===== src/rtl/bitclk_pkg.sv =====
package bitclk_pkg;
  parameter int ADDR_W  = 7;
  parameter int DATA_W  = 8;
  parameter int DIV_W   = 6;
  parameter int SCL_W   = 3;
  parameter int SCL_MAX = 6;
  localparam int HALF_W = DIV_W + SCL_MAX;
endpackage


===== src/rtl/bitclk_rst_sync.sv =====
module bitclk_rst_sync (
  input  logic clk,
  input  logic arst_n,
  output logic srst_n
);
  logic [1:0] sh_q;
  logic [1:0] sh_d;

  always_comb sh_d = {sh_q[0], 1'b1};

  always_ff @(posedge clk or negedge arst_n) begin
    if (!arst_n) sh_q <= 2'b00;
    else         sh_q <= sh_d;
  end

  assign srst_n = sh_q[1];
endmodule


===== src/rtl/bitclk_cfg.sv =====
module bitclk_cfg
  import bitclk_pkg::*;
#(
  parameter logic [ADDR_W-1:0] A_CTRL  = 7'd0,
  parameter logic [ADDR_W-1:0] A_RATEH = 7'd6,
  parameter logic [ADDR_W-1:0] A_RATEL = 7'd7,
  parameter int SYNC_BIT = 3
) (
  input  logic              clk,
  input  logic              rst_n,
  input  logic              we,
  input  logic [ADDR_W-1:0] addr,
  input  logic [DATA_W-1:0] wdata,
  output logic              sync_en,
  output logic [DIV_W-1:0]  div_val,
  output logic [SCL_W-1:0]  scl_val
);
  localparam int SCL_LO_W = SCL_W - 1;

  logic             sync_q, sync_d;
  logic [DIV_W-1:0] div_q, div_d;
  logic [SCL_W-1:0] scl_q, scl_d;
  logic             wr_ctrl, wr_rateh, wr_ratel;

  always_comb begin
    wr_ctrl  = we && (addr == A_CTRL);
    wr_rateh = we && (addr == A_RATEH);
    wr_ratel = we && (addr == A_RATEL);
    sync_d = sync_q;
    div_d  = div_q;
    scl_d  = scl_q;
    if (wr_ctrl)  sync_d = wdata[SYNC_BIT];
    if (wr_rateh) scl_d[SCL_W-1] = wdata[0];
    if (wr_ratel) begin
      scl_d[SCL_LO_W-1:0] = wdata[DATA_W-1 -: SCL_LO_W];
      div_d = wdata[DIV_W-1:0];
    end
  end

  always_ff @(posedge clk or negedge rst_n) begin
    if (!rst_n) begin
      sync_q <= 1'b0;
      div_q  <= DIV_W'(1);
      scl_q  <= '0;
    end else begin
      sync_q <= sync_d;
      div_q  <= div_d;
      scl_q  <= scl_d;
    end
  end

  assign sync_en = sync_q;
  assign div_val = div_q;
  assign scl_val = scl_q;

  // divider follows a write to the low rate register
  a_r2_div_write: assert property (@(posedge clk) disable iff (!rst_n)
    (we && addr == A_RATEL) |=> (div_q == $past(wdata[DIV_W-1:0])));
  // writes elsewhere leave the mode bit alone
  a_r2_sync_hold: assert property (@(posedge clk) disable iff (!rst_n)
    !(we && addr == A_CTRL) |=> $stable(sync_q));
endmodule


===== src/rtl/bitclk_gen.sv =====
module bitclk_gen
  import bitclk_pkg::*;
(
  input  logic             clk,
  input  logic             rst_n,
  input  logic             sync_en,
  input  logic [DIV_W-1:0] div_val,
  input  logic [SCL_W-1:0] scl_val,
  output logic             dclk,
  output logic             rise
);
  logic [HALF_W-1:0] cnt_q, cnt_d;
  logic [HALF_W-1:0] half_q, half_d;
  logic [HALF_W-1:0] cfg_half;
  logic              dclk_q, dclk_d;
  logic              wrap;
  logic [DIV_W-1:0]  eff_div;
  logic [SCL_W-1:0]  eff_scl;
  logic [SCL_W-1:0]  shift_amt;

  always_comb begin
    eff_div   = (div_val == '0) ? DIV_W'(1) : div_val;
    eff_scl   = (int'(scl_val) > SCL_MAX) ? SCL_W'(SCL_MAX) : scl_val;
    shift_amt = SCL_W'(SCL_MAX) - eff_scl;
    cfg_half  = HALF_W'(eff_div) << shift_amt;
  end

  always_comb begin
    wrap   = (cnt_q == half_q - HALF_W'(1));
    cnt_d  = cnt_q;
    dclk_d = dclk_q;
    half_d = half_q;
    if (!sync_en) begin
      cnt_d  = '0;
      dclk_d = 1'b0;
      half_d = cfg_half;
    end else if (wrap) begin
      cnt_d  = '0;
      dclk_d = ~dclk_q;
      if (dclk_q) half_d = cfg_half;
    end else begin
      cnt_d = cnt_q + HALF_W'(1);
    end
  end

  always_ff @(posedge clk or negedge rst_n) begin
    if (!rst_n) begin
      cnt_q  <= '0;
      dclk_q <= 1'b0;
      half_q <= HALF_W'(1) << SCL_MAX;
    end else begin
      cnt_q  <= cnt_d;
      dclk_q <= dclk_d;
      half_q <= half_d;
    end
  end

  assign dclk = dclk_q;
  assign rise = sync_en && !dclk_q && wrap;

  // clock pin parks low once synchronous mode is off
  a_r6_clk_off: assert property (@(posedge clk) disable iff (!rst_n)
    !sync_en |=> !dclk_q);
  // phase counter never passes the active half period
  a_r3_cnt_range: assert property (@(posedge clk) disable iff (!rst_n)
    sync_en |-> (cnt_q < half_q));
  // active half period changes only when a high phase ends
  a_r5_hold_cfg: assert property (@(posedge clk) disable iff (!rst_n)
    (sync_en && dclk_q) |=> ($stable(half_q) || !dclk_q));
  // half period is never zero
  a_r4_nonzero: assert property (@(posedge clk) disable iff (!rst_n)
    half_q != '0);
endmodule


===== src/rtl/bitclk_dport.sv =====
module bitclk_dport (
  input  logic clk,
  input  logic rst_n,
  input  logic sync_en,
  input  logic rise,
  input  logic tx_mode,
  input  logic usr_data_in,
  input  logic rx_data,
  output logic data_out,
  output logic data_oe,
  output logic mod_bit
);
  logic tx_smp_q, tx_smp_d;
  logic rx_hold_q, rx_hold_d;

  always_comb begin
    tx_smp_d  = tx_smp_q;
    rx_hold_d = rx_hold_q;
    if (rise) begin
      tx_smp_d  = usr_data_in;
      rx_hold_d = rx_data;
    end
  end

  always_ff @(posedge clk or negedge rst_n) begin
    if (!rst_n) begin
      tx_smp_q  <= 1'b0;
      rx_hold_q <= 1'b0;
    end else begin
      tx_smp_q  <= tx_smp_d;
      rx_hold_q <= rx_hold_d;
    end
  end

  always_comb begin
    data_oe  = !tx_mode;
    data_out = tx_mode ? 1'b0 : (sync_en ? rx_hold_q : rx_data);
    mod_bit  = tx_mode ? (sync_en ? tx_smp_q : usr_data_in) : 1'b0;
  end

  // transmit sample holds between rising clock edges
  a_r7_tx_hold: assert property (@(posedge clk) disable iff (!rst_n)
    !rise |=> $stable(tx_smp_q));
  // receive hold register takes the recovered bit at a rise
  a_r8_rx_capture: assert property (@(posedge clk) disable iff (!rst_n)
    rise |=> (rx_hold_q == $past(rx_data)));
endmodule


===== src/rtl/bitclk_port.sv =====
module bitclk_port
  import bitclk_pkg::*;
(
  input  logic              clk_ref,
  input  logic              rst_n,
  input  logic              cfg_we,
  input  logic [ADDR_W-1:0] cfg_addr,
  input  logic [DATA_W-1:0] cfg_wdata,
  input  logic              tx_mode,
  input  logic              usr_data_in,
  input  logic              rx_data,
  output logic              dclk,
  output logic              data_out,
  output logic              data_oe,
  output logic              mod_bit
);
  logic             srst_n;
  logic             sync_en;
  logic [DIV_W-1:0] div_val;
  logic [SCL_W-1:0] scl_val;
  logic             rise;

  bitclk_rst_sync u_rst (
    .clk(clk_ref), .arst_n(rst_n), .srst_n(srst_n)
  );

  bitclk_cfg u_cfg (
    .clk(clk_ref), .rst_n(srst_n), .we(cfg_we), .addr(cfg_addr),
    .wdata(cfg_wdata), .sync_en(sync_en), .div_val(div_val), .scl_val(scl_val)
  );

  bitclk_gen u_gen (
    .clk(clk_ref), .rst_n(srst_n), .sync_en(sync_en), .div_val(div_val),
    .scl_val(scl_val), .dclk(dclk), .rise(rise)
  );

  bitclk_dport u_dport (
    .clk(clk_ref), .rst_n(srst_n), .sync_en(sync_en), .rise(rise),
    .tx_mode(tx_mode), .usr_data_in(usr_data_in), .rx_data(rx_data),
    .data_out(data_out), .data_oe(data_oe), .mod_bit(mod_bit)
  );
endmodule


===== config.mk =====
export PLATFORM = sky130hd
export DESIGN_NAME = bitclk_port
export DESIGN_NICKNAME = d
export VERILOG_FILES = /design/src/rtl/bitclk_pkg.sv /design/src/rtl/bitclk_rst_sync.sv /design/src/rtl/bitclk_cfg.sv /design/src/rtl/bitclk_gen.sv /design/src/rtl/bitclk_dport.sv /design/src/rtl/bitclk_port.sv
export SDC_FILE = /design/constraint.sdc
export NUM_CORES = 1
export LEC_CHECK = 0
export ABC_CLOCK_PERIOD_IN_PS = 1700
export BUFFER_PORTS_ARGS = -buffer_cell sky130_fd_sc_hd__buf_2
export CAP_MARGIN = 20
export CORE_ASPECT_RATIO = 0.5
export CORE_MARGIN = 4
export CORE_UTILIZATION = 55
export CTS_CLUSTER_SIZE = 30
export DETAILED_ROUTE_END_ITERATION = 8
export PLACE_DENSITY = 0.75
export SLEW_MARGIN = 10
export SYNTH_ARGS = -nofsm -noshare
export SYNTH_HDL_FRONTEND = slang
export SYNTH_SLANG_ARGS = --single-unit

===== constraint.sdc =====
create_clock -name clk_ref -period 1.7 [get_ports clk_ref]
set_input_delay 0 -clock clk_ref [delete_from_list [all_inputs] [get_ports clk_ref]]
set_output_delay 0 -clock clk_ref [all_outputs]
set_load 0.1 [all_outputs]

==> metrics.yaml <==
finalSetupViolCount: 27
tns_ns: -33.84
r2r_slack_ns: -1.40
holdPathStages: 3
nFillCells: 157
grt_overflow: 0
layout_common_cells: "buf_4, dfrtp_1, nor2_1"
core_area_um2: 4100
dr.pass1.iters: 7
grt_max_degree: 38
cts_num_sinks: 39
wirelength_mm: 10.1
area_delta_synth_final_pct: 44.6
ys_seq_elements: 39
gp_congestion: 0.830
slew_violations: 0
avgSynthCellArea_um2: 10.1
io_buffers: 24
fp.dieH_um: 55.3
rsz0062_at_grt: "true"
grt_pass1_wl_mm: 15.3
finClkSkew_ns: 0.0123
maxCapViolCount: 0
r2r_start: "u_gen.half_q[5]"
drcViolationCount: 0
drt-initial-drc-count: 256
cts_buffer_depth: 2
synth_flop_cell: "dfrtp_1"
insertion_delay_ns: 0.31
worstMarginPinSlew_ns: 0.657
seqCellArea_um2: 978
hold_viol_final: 0
cts_tree: "done"
num_vias: 2829
drive_above_1_share: 0.450
pre_cts_ws_ns: -1.28
async_flop_share: 1.00
final.period_utilization: 1.83
clk_pin_slew_ns: 0.10
startpoint_type: "flip-flop"
start_util: 0.599
cts_made_buffers: 5
hold_start: "cfg_addr[2]"
grt_usage: 0.361
yosysSeqAreaShare: 0.398
hp-class: "input port to flip-flop"
synth_edf_count: 0
postLayoutSetupSlackWorst_ns: -1.40
post-route-min-period_ns: 3.10
required_ns: 1.90
grt_pass1_vias: 2817
outcome: "finished with violations"
failed_checks: "negative setup slack"
cts_htree_levels: 2
ioPinCount: 25
yosysWarnings: 0
die_area_um2: 5670
arrival_ns: 3.30
clock-root-buffer: "clkbuf_8"
vdd_drop_max_mv: 0.666
final_common_cell: "buf_4"
multiInputGateArea_um2: 1520
place_hpwl_mm: 4.70
r2r_end: "u_gen.half_q[2]"
avgViaCountPerCell: 6.87
syn-instance-count: 244
ff2ff_path_depth: 8
wl_per_cell_um: 24.6
rows: 16
cellPowerDensity_nw_per_um2: 933
fmax_mhz: 322
syn-cell-area_um2: 2460
ys_types: 53
antenna_found_initial: 0
ant_nets: 0
end_kind: "flip-flop"
cp_max_fo: 5
syn_nets: 268
relSlewSlack: 0.556
worst_hold_path.endpoint: "u_cfg.sync_en"
critPathKind: "flip-flop to flip-flop"
antennaDiodeCount: 0
fin_nets: 381
p_leak_nw: 1.68
die_width_um: 103
==> Yosys cell counts (2+ instances only) <==
| cell type | number | area (µm²) |
|---|---|---|
| nor4_1 | 6 | 37.5 |
| nand2b_1 | 2 | 12.5 |
| or4_1 | 2 | 15.0 |
| xor2_1 | 14 | 123 |
| a32o_1 | 2 | 20.0 |
| buf_2 | 2 | 10.0 |
| ha_1 | 3 | 37.5 |
| dfrtp_1 | 37 | 926 |
| and2_1 | 2 | 12.5 |
| nand2_1 | 14 | 52.6 |
| inv_1 | 8 | 30.0 |
| a221oi_1 | 2 | 17.5 |
| nand4_1 | 5 | 31.3 |
| dfstp_2 | 2 | 52.6 |
| or3_1 | 2 | 12.5 |
| nand3_1 | 9 | 45.0 |
| o31a_1 | 2 | 17.5 |
| a21oi_1 | 3 | 15.0 |
| nor3_1 | 7 | 35.0 |
| clkbuf_1 | 5 | 18.8 |
| and3b_1 | 2 | 17.5 |
| mux2i_1 | 10 | 100 |
| and3_1 | 4 | 25.0 |
| mux2_4 | 8 | 120 |
| nor2_1 | 30 | 113 |
| xnor2_1 | 10 | 87.6 |
| o21ai_0 | 5 | 25.0 |
| a211oi_1 | 2 | 15.0 |
| mux2_2 | 15 | 169 |
| nor3b_1 | 2 | 15.0 |
| o41ai_1 | 2 | 17.5 |
| or2_2 | 4 | 25.0 |
==> how the worst max path moves through the flow <==
stage                                   to  cells after the start            start
final                      u_gen.half_q[2]                      8  u_gen.half_q[5]
after global routing       u_gen.half_q[2]                     13  u_gen.half_q[1]
after CTS                  u_gen.half_q[3]                      7  u_gen.half_q[3]
after detailed placement   u_gen.half_q[0]                      7  u_gen.half_q[5]
after global placement     u_gen.half_q[0]                      7  u_gen.half_q[5]
after floorplan           u_gen.half_q[11]                      8  u_gen.half_q[0]
==> layer usage <==
metal,track usage,part of all wire,vias to the layer above
li1,-,-,1110
met1,0.436,0.36,1334
met2,0.557,0.43,278
met3,0.107,0.11,107
met4,0.234,0.093,0
met5,0,0,-
==> kinds of logic after synthesis <==
family,synth area share
AND/OR/NAND/NOR,0.208
flip-flops,0.398
multiplexers,0.158
AO/OA/AOI/OAI,0.104
XOR/XNOR,0.0855
buffers and inverters,0.0300
adder cells (fa/ha/maj),0.0153
other,0.00152
==> sequential cells by signal, indices dropped and copies added, names as in the netlist <==
signal / count
u_cfg.scl_val: 3
u_dport.rx_hold_q: 1
u_dport.tx_smp_q: 1
u_rst.sh_q: 2
u_cfg.sync_en: 1
u_gen.cnt_q: 12
u_gen.half_q: 12
u_gen.dclk: 1
u_cfg.div_val: 6
==> where the power goes <==
part	switching, mW	total [mW]	internal [mW]
combinational	0.823	1.52	0.698
clock	0.406	0.738	0.333
sequential	0.0587	1.06	0.999
total	1.29	3.32	2.03
==> worst max-delay path, cell delays in order, from the launching register on <==
cell	delay, ns
dfrtp_1	0.41
or4_4	0.55
o31a_1	0.33
or4_4	0.44
a31o_4	0.26
o41ai_4	0.38
buf_4	0.19
clkbuf_16	0.14
mux2_4	0.30
==> cell type report <==
class                      instances  share of cell area
clock buffer                       6              0.0232
clock inverter                     2             0.00457
inverter                           8             0.00844
multi-input combinational        188               0.426
sequential                        39               0.275
tap                               54              0.0190
timing repair buffer             115               0.243
==> through the flow <==
step	util	hold slack, ns	instance area [µm²]	instances	power, mW
after CTS	0.860	0.111	3530	410	3.02
after detailed placement	0.765	-0.213	3140	380	2.18
after floorplan	-	-0.296	2490	244	1.73
final	0.866	0.125	3560	412	3.32
after global placement	0.765	-0.215	3140	380	2.13
after global routing	0.866	0.128	3560	412	3.37
==> timing repair <==
action	in CTS	in global routing
resized for setup	16	8
hold buffers	12	0
setup endpoints to repair	27	28
setup buffers	9	3
cloned	1	1
hold endpoints to repair	14	0
pin swaps	12	5
Power figures use the tool's default switching activity.
